--- src/rtl/baud_pkg.sv ---
package baud_pkg;
  // Strobes from the control side to the divider datapath
  typedef struct packed {
    logic clr; // clear every divider counter this cycle
    logic ev;  // one master-clock event this cycle
  } baudStb_t;
endpackage

--- src/rtl/baud_ctrl.sv ---
module baud_ctrl
  import baud_pkg::*;
#(
  parameter int PRE_W       = 6,
  parameter int TAP_SEL_W   = 3,
  parameter int SYNC_STAGES = 2
) (
  input  logic                 clk,
  input  logic                 rstN,
  input  logic                 enable,
  input  logic [PRE_W-1:0]     preDiv,
  input  logic [TAP_SEL_W-1:0] tapSel,
  input  logic                 extSel,
  input  logic                 extClk,
  output baudStb_t             stb
);
  localparam int CFG_W = PRE_W + TAP_SEL_W + 1;

  logic [SYNC_STAGES-1:0] syncQ;
  logic                   extPrev;
  logic                   extEdge;
  logic [CFG_W-1:0]       cfgNow, cfgQ;
  logic                   cfgChg;

  // external pin synchronizer chain
  generate
    for (genvar i = 0; i < SYNC_STAGES; i++) begin : g_sync
      always_ff @(posedge clk or negedge rstN) begin
        if (!rstN) syncQ[i] <= 1'b0;
        else if (i == 0) syncQ[i] <= extClk;
        else syncQ[i] <= syncQ[(i == 0) ? 0 : i-1];
      end
    end
  endgenerate

  always_ff @(posedge clk or negedge rstN) begin
    if (!rstN) extPrev <= 1'b0;
    else extPrev <= syncQ[SYNC_STAGES-1];
  end

  assign extEdge = syncQ[SYNC_STAGES-1] && !extPrev;

  // configuration change detection
  assign cfgNow = {preDiv, tapSel, extSel};

  always_ff @(posedge clk or negedge rstN) begin
    if (!rstN) cfgQ <= '0;
    else cfgQ <= cfgNow;
  end

  assign cfgChg = (cfgNow != cfgQ);

  always_comb begin
    stb.clr = !enable || cfgChg;
    stb.ev  = enable && !cfgChg && (extSel ? extEdge : 1'b1);
  end

  // a synchronized external edge cannot repeat in the next cycle
  a_r7_ext_event_spacing: assert property (@(posedge clk) disable iff (!rstN)
    (extSel && stb.ev) |=> !stb.ev);

  // no master events while disabled
  a_r8_no_event_disabled: assert property (@(posedge clk) disable iff (!rstN)
    !enable |-> !stb.ev);
endmodule

--- src/rtl/baud_datapath.sv ---
module baud_datapath
  import baud_pkg::*;
#(
  parameter int PRE_W     = 6,
  parameter int TAP_SEL_W = 3,
  parameter int OVS       = 16
) (
  input  logic                 clk,
  input  logic                 rstN,
  input  baudStb_t             stb,
  input  logic [PRE_W-1:0]     preDiv,
  input  logic [TAP_SEL_W-1:0] tapSel,
  output logic                 tick16,
  output logic                 clk1x
);
  localparam int TAP_CNT_W = (1 << TAP_SEL_W) - 1;
  localparam int HALF_OVS  = OVS / 2;
  localparam int SUB_W     = $clog2(HALF_OVS);

  logic [PRE_W-1:0]     preCnt, preMax;
  logic                 half;
  logic [TAP_CNT_W-1:0] tapCnt, tapMax;
  logic [SUB_W-1:0]     subCnt;
  logic                 preHit, halfHit, tapHit;

  assign preMax  = (preDiv == '0) ? PRE_W'(1) : preDiv;
  assign tapMax  = TAP_CNT_W'((32'd1 << tapSel) - 32'd1);
  assign preHit  = stb.ev && (preCnt == preMax);
  assign halfHit = preHit && half;
  assign tapHit  = halfHit && (tapCnt == tapMax);

  // integer prescaler
  always_ff @(posedge clk or negedge rstN) begin
    if (!rstN) preCnt <= '0;
    else if (stb.clr) preCnt <= '0;
    else if (preHit) preCnt <= '0;
    else if (stb.ev) preCnt <= preCnt + PRE_W'(1);
  end

  // fixed divide-by-two
  always_ff @(posedge clk or negedge rstN) begin
    if (!rstN) half <= 1'b0;
    else if (stb.clr) half <= 1'b0;
    else if (preHit) half <= !half;
  end

  // power-of-two tap divider
  always_ff @(posedge clk or negedge rstN) begin
    if (!rstN) tapCnt <= '0;
    else if (stb.clr) tapCnt <= '0;
    else if (tapHit) tapCnt <= '0;
    else if (halfHit) tapCnt <= tapCnt + TAP_CNT_W'(1);
  end

  always_ff @(posedge clk or negedge rstN) begin
    if (!rstN) tick16 <= 1'b0;
    else if (stb.clr) tick16 <= 1'b0;
    else tick16 <= tapHit;
  end

  // symmetric 1x clock: toggle every HALF_OVS oversampling ticks
  always_ff @(posedge clk or negedge rstN) begin
    if (!rstN) begin
      subCnt <= '0;
      clk1x  <= 1'b0;
    end else if (stb.clr) begin
      subCnt <= '0;
      clk1x  <= 1'b0;
    end else if (tick16) begin
      if (subCnt == SUB_W'(HALF_OVS - 1)) begin
        subCnt <= '0;
        clk1x  <= !clk1x;
      end else begin
        subCnt <= subCnt + SUB_W'(1);
      end
    end
  end

  // prescale count stays within the programmed ratio
  a_r2_pre_bound: assert property (@(posedge clk) disable iff (!rstN || stb.clr)
    preCnt <= preMax);

  // oversampling enable is one cycle wide
  a_r5_tick_single: assert property (@(posedge clk) disable iff (!rstN)
    tick16 |=> !tick16);

  // the bit clock rises only right after an oversampling tick
  a_r6_rise_after_tick: assert property (@(posedge clk) disable iff (!rstN)
    $rose(clk1x) |-> $past(tick16));

  // a clear silences both outputs on the next edge
  a_r8_clear_quiet: assert property (@(posedge clk) disable iff (!rstN)
    stb.clr |=> (!tick16 && !clk1x));
endmodule

--- src/rtl/baud_clkgen.sv ---
module baud_clkgen
  import baud_pkg::*;
#(
  parameter int PRE_W       = 6,
  parameter int TAP_SEL_W   = 3,
  parameter int SYNC_STAGES = 2,
  parameter int OVS         = 16
) (
  input  logic                 clk,
  input  logic                 rstN,
  input  logic                 enable,
  input  logic [PRE_W-1:0]     preDiv,
  input  logic [TAP_SEL_W-1:0] tapSel,
  input  logic                 extSel,
  input  logic                 extClk,
  output logic                 tick16,
  output logic                 clk1x
);
  baudStb_t stb;

  baud_ctrl #(
    .PRE_W(PRE_W), .TAP_SEL_W(TAP_SEL_W), .SYNC_STAGES(SYNC_STAGES)
  ) u_ctrl (
    .clk(clk), .rstN(rstN), .enable(enable), .preDiv(preDiv),
    .tapSel(tapSel), .extSel(extSel), .extClk(extClk), .stb(stb)
  );

  baud_datapath #(
    .PRE_W(PRE_W), .TAP_SEL_W(TAP_SEL_W), .OVS(OVS)
  ) u_dp (
    .clk(clk), .rstN(rstN), .stb(stb), .preDiv(preDiv), .tapSel(tapSel),
    .tick16(tick16), .clk1x(clk1x)
  );
endmodule

--- config.mk ---
export PLATFORM = sky130hd
export DESIGN_NAME = baud_clkgen
export DESIGN_NICKNAME = d
export VERILOG_FILES = /design/src/rtl/baud_pkg.sv /design/src/rtl/baud_ctrl.sv /design/src/rtl/baud_datapath.sv /design/src/rtl/baud_clkgen.sv
export SDC_FILE = /design/constraint.sdc
export NUM_CORES = 1
export LEC_CHECK = 0
export BUFFER_PORTS_ARGS = -buffer_cell sky130_fd_sc_hd__buf_2
export CORE_MARGIN = 3
export CORE_UTILIZATION = 53
export CTS_CLUSTER_SIZE = 8
export DETAILED_ROUTE_END_ITERATION = 8
export PLACE_DENSITY = 0.75
export SLEW_MARGIN = 20
export SYNTH_ARGS = -nofsm -noshare
export SYNTH_HDL_FRONTEND = slang
export SYNTH_SLANG_ARGS = --single-unit
--- constraint.sdc ---
create_clock -name clk -period 1.78 [get_ports clk]
set_clock_uncertainty 0.05 [all_clocks]
set_input_delay 0.445 -clock clk [delete_from_list [all_inputs] [get_ports clk]]
set_output_delay 0.445 -clock clk [all_outputs]
set_load 0.03 [all_outputs]
==> results_dict.tcl <==
set metrics [dict create \
    synth_area_leaders "dfrtp_1 45%, xnor2_1 6.4%, xor2_1 3.9%" \
    r2r-end "u_dp.tapCnt[3]" \
    grt-busiest-layer "met2" \
    worstSetupStartpointType "flip-flop" \
    syn_area_um2 1780 \
    die_w_um 63.9 \
    startpoint "u_dp.preCnt[3]" \
    min_period_ns 1.87 \
    peakVddDrop_v 0.000373 \
    ys_warn_count 0 \
    r2r_start "u_dp.preCnt[3]" \
    synth_ff_type "dfrtp_1" \
    hold_ws_ns 0.0510 \
    rsz0062_at_grt "yes" \
    setup_viol_count_final 10 \
    use_met1_pct 29.6 \
    yosysTopAreaCellShare_pct 45.1 \
    antenna_cells 0 \
    drive_above_1_share_pct 39.0 \
    port_buffers 15 \
    clk_latency_ns 0.34 \
    relSlewSlack_pct 68.8 \
    cts.clk_slew.worst_paths_ns 0.10 \
    grt.total_usage_pct 23.2 \
    grt_pass1_wl_mm 7.25 \
    max_freq_mhz 535 \
    multi_input_area_um2 1030 \
    ys_seq_elements 32 \
    regArea_um2 801 \
    ys_types 41 \
    dpl.hpwl_mm 2.93 \
    synth_cells 164 \
    via_per_inst 5.69 \
    finalPower_w 0.00135 \
    vias 1446 \
    ios 16 \
    cap_violations 0 \
    end_kind "flip-flop" \
    power_density_nw_per_um2 596 \
    path_max_fanout 6 \
    met2_usage_pct 37.4 \
    cp.arrival_ns 2.05 \
    grt_pass1_vias 1532 \
    die_h_um 63.9 \
    initial_core_util_pct 56.8 \
    min_path_type "in2async" \
    final_nets 227 \
    grt_max_degree 33 \
    row_count 20 \
    h-tree-depth 2 \
    cts_tree "done" \
    routedWlPerCell_um 16.4 \
    dr.pass1.iters 4 \
    coreArea_um2 3130 \
    antenna_found_initial 0 \
    cts-root-buf "clkbuf_4" \
    yosysTopAreaCell "dfrtp_1" \
    worst_pin_slew_ns 0.463 \
    ant_nets 0 \
    p_leak_nw 0.928 \
    place_congestion 0.867 \
    slew_violations 0 \
    status "finished with violations" \
    met3_usage_pct 5.98 \
    drcViolationCount 0 \
    synth_edf_count 0 \
    fin_ws_ns -0.0907 \
    totalWireLength_mm 4.18 \
    crit_required_ns 1.95 \
    cts_buffers 5 \
    finalCritPeriodShare_pct 105 \
    crit_type "reg2reg" \
    drt-initial-drc-count 113 \
    area_delta_synth_final_pct 27.5 \
    seq_area_frac_synth_pct 45.1 \
    fillers 238 \
    max-clock-path-buffers 2 \
    r2r_slack_ns -0.09 \
    syn_avg_cell_area_um2 10.8 \
    synth_most_common_cell "dfrtp_1" \
    setup.worst_path.end "u_dp.tapCnt[3]" \
    final-hold-violation-count 0 \
    synthTopCellsByCount "32 x dfrtp_1, 13 x nor2_1, 13 x xnor2_1" \
    overflow 0 \
    r2r_cells 6 \
    die_area_um2 4080 \
    violations "setup timing" \
    synth-async-reset-ratio_pct 100 \
    cts.sinks 32 \
    synth.net_count 182 \
]
## placed cells by master (no fill, tap or decap), types with 2 or more instances in the layout
master     synthesis  routed
nand4_1            2       2
buf_4              1      29
or3_2              2       2
o2111ai_1          5       5
or2_2              2       2
ha_1               4       4
o311ai_2           3       4
buf_2              3      15
nand3_1            9       9
a21oi_1            7       7
nor2_1            13      13
and2b_1            2       2
and3_1             3       3
mux2i_1            5       4
nor3_2             0       2
clkbuf_4           0       5
clkinv_2           0       2
o211ai_1           4       4
nor4_1             4       2
nand2_1           12      11
nor4_2             0       2
inv_1              4       4
xnor2_1           13      12
nor4b_2            0       2
xor2_1             8       7
a2111oi_4          1       2
dfrtp_1           32      32
## routing by layer
layer  share of wire [%]  up-vias
met5                   0        -
met3                 4.5        6
met2                  50       39
li1                    -      695
met4                 1.4        0
met1                  44      706
## stage by stage
| stage | cell area, um2 | setup WS (ns) | std cells | TNS (ns) | util (%) |
|---|---|---|---|---|---|
| finish | 2260 | -0.0907 | 254 | -0.433 | 72.4 |
| global route | 2260 | -0.163 | 254 | -1.23 | 72.4 |
| CTS | 2220 | -0.0634 | 251 | -0.261 | 71.0 |
| detailed placement | 2080 | -0.292 | 239 | -3.61 | 66.6 |
| global placement | 2080 | -0.223 | 239 | -2.80 | 66.6 |
| floorplan | 1840 | -0.0909 | 164 | -0.334 | - |
## worst max-delay path: stages (launching register included)
cell and delay (ns):
dfrtp_1 0.41, xor2_1 0.18, a2111oi_4 0.35, buf_4 0.18, nand4_4 0.15, o311ai_2 0.32, o31ai_2 0.11
## how the worst min path moves through the flow
stage,startpoint,cells after the start,to,slack [ns]
after floorplan,rstN,0,u_ctrl.cfgQ[0],0.1
after global placement,u_ctrl.syncQ[0],0,u_ctrl.syncQ[1],0.28
after detailed placement,u_ctrl.syncQ[0],0,u_ctrl.syncQ[1],0.30
after CTS,rstN,2,u_dp.subCnt[0],0.06
after global routing,rstN,2,u_dp.subCnt[2],0.08
final,rstN,2,u_dp.subCnt[2],0.05
## state kept, by name, indices dropped and copies added (netlist names)
name,cells
u_ctrl.cfgQ,10
u_ctrl.extPrev,1
u_ctrl.syncQ,2
u_dp.clk1x,1
u_dp.half,1
u_dp.preCnt,6
u_dp.subCnt,3
u_dp.tapCnt,7
u_dp.tick16,1
## report_power, final
group	total (W)	internal (W)	switching, W
Sequential	0.000749	0.000741	0.00000757
Combinational	0.000150	0.0000674	0.0000825
Clock	0.000450	0.000188	0.000263
## repair_timing
item | in CTS | in global routing
hold buffers | 0 | 0
buffers inserted | 4 | 3
endpoints found under the hold margin | 0 | 0
gates resized for setup | 10 | 4
pin swaps | 5 | 2
gates cloned | 0 | 0
endpoints found under the setup margin | 8 | 15
## logic make-up after synthesis
family	share of synthesized area (%)
flops	45.1
fa+ha+maj	2.82
buf+inv	3.59
simple gates	19.1
compound gates	16.2
mux	2.82
xor+xnor	10.4
## final cells by class
| cell class | instances | area share (%) |
|---|---|---|
| clock buffer | 6 | 2.27 |
| tap | 44 | 2.43 |
| multi-input combinational | 121 | 45.4 |
| inverter | 4 | 0.663 |
| sequential | 32 | 35.4 |
| timing repair buffer | 45 | 13.4 |
| clock inverter | 2 | 0.442 |
No activity file was read; power rests on OpenSTA's default activity.
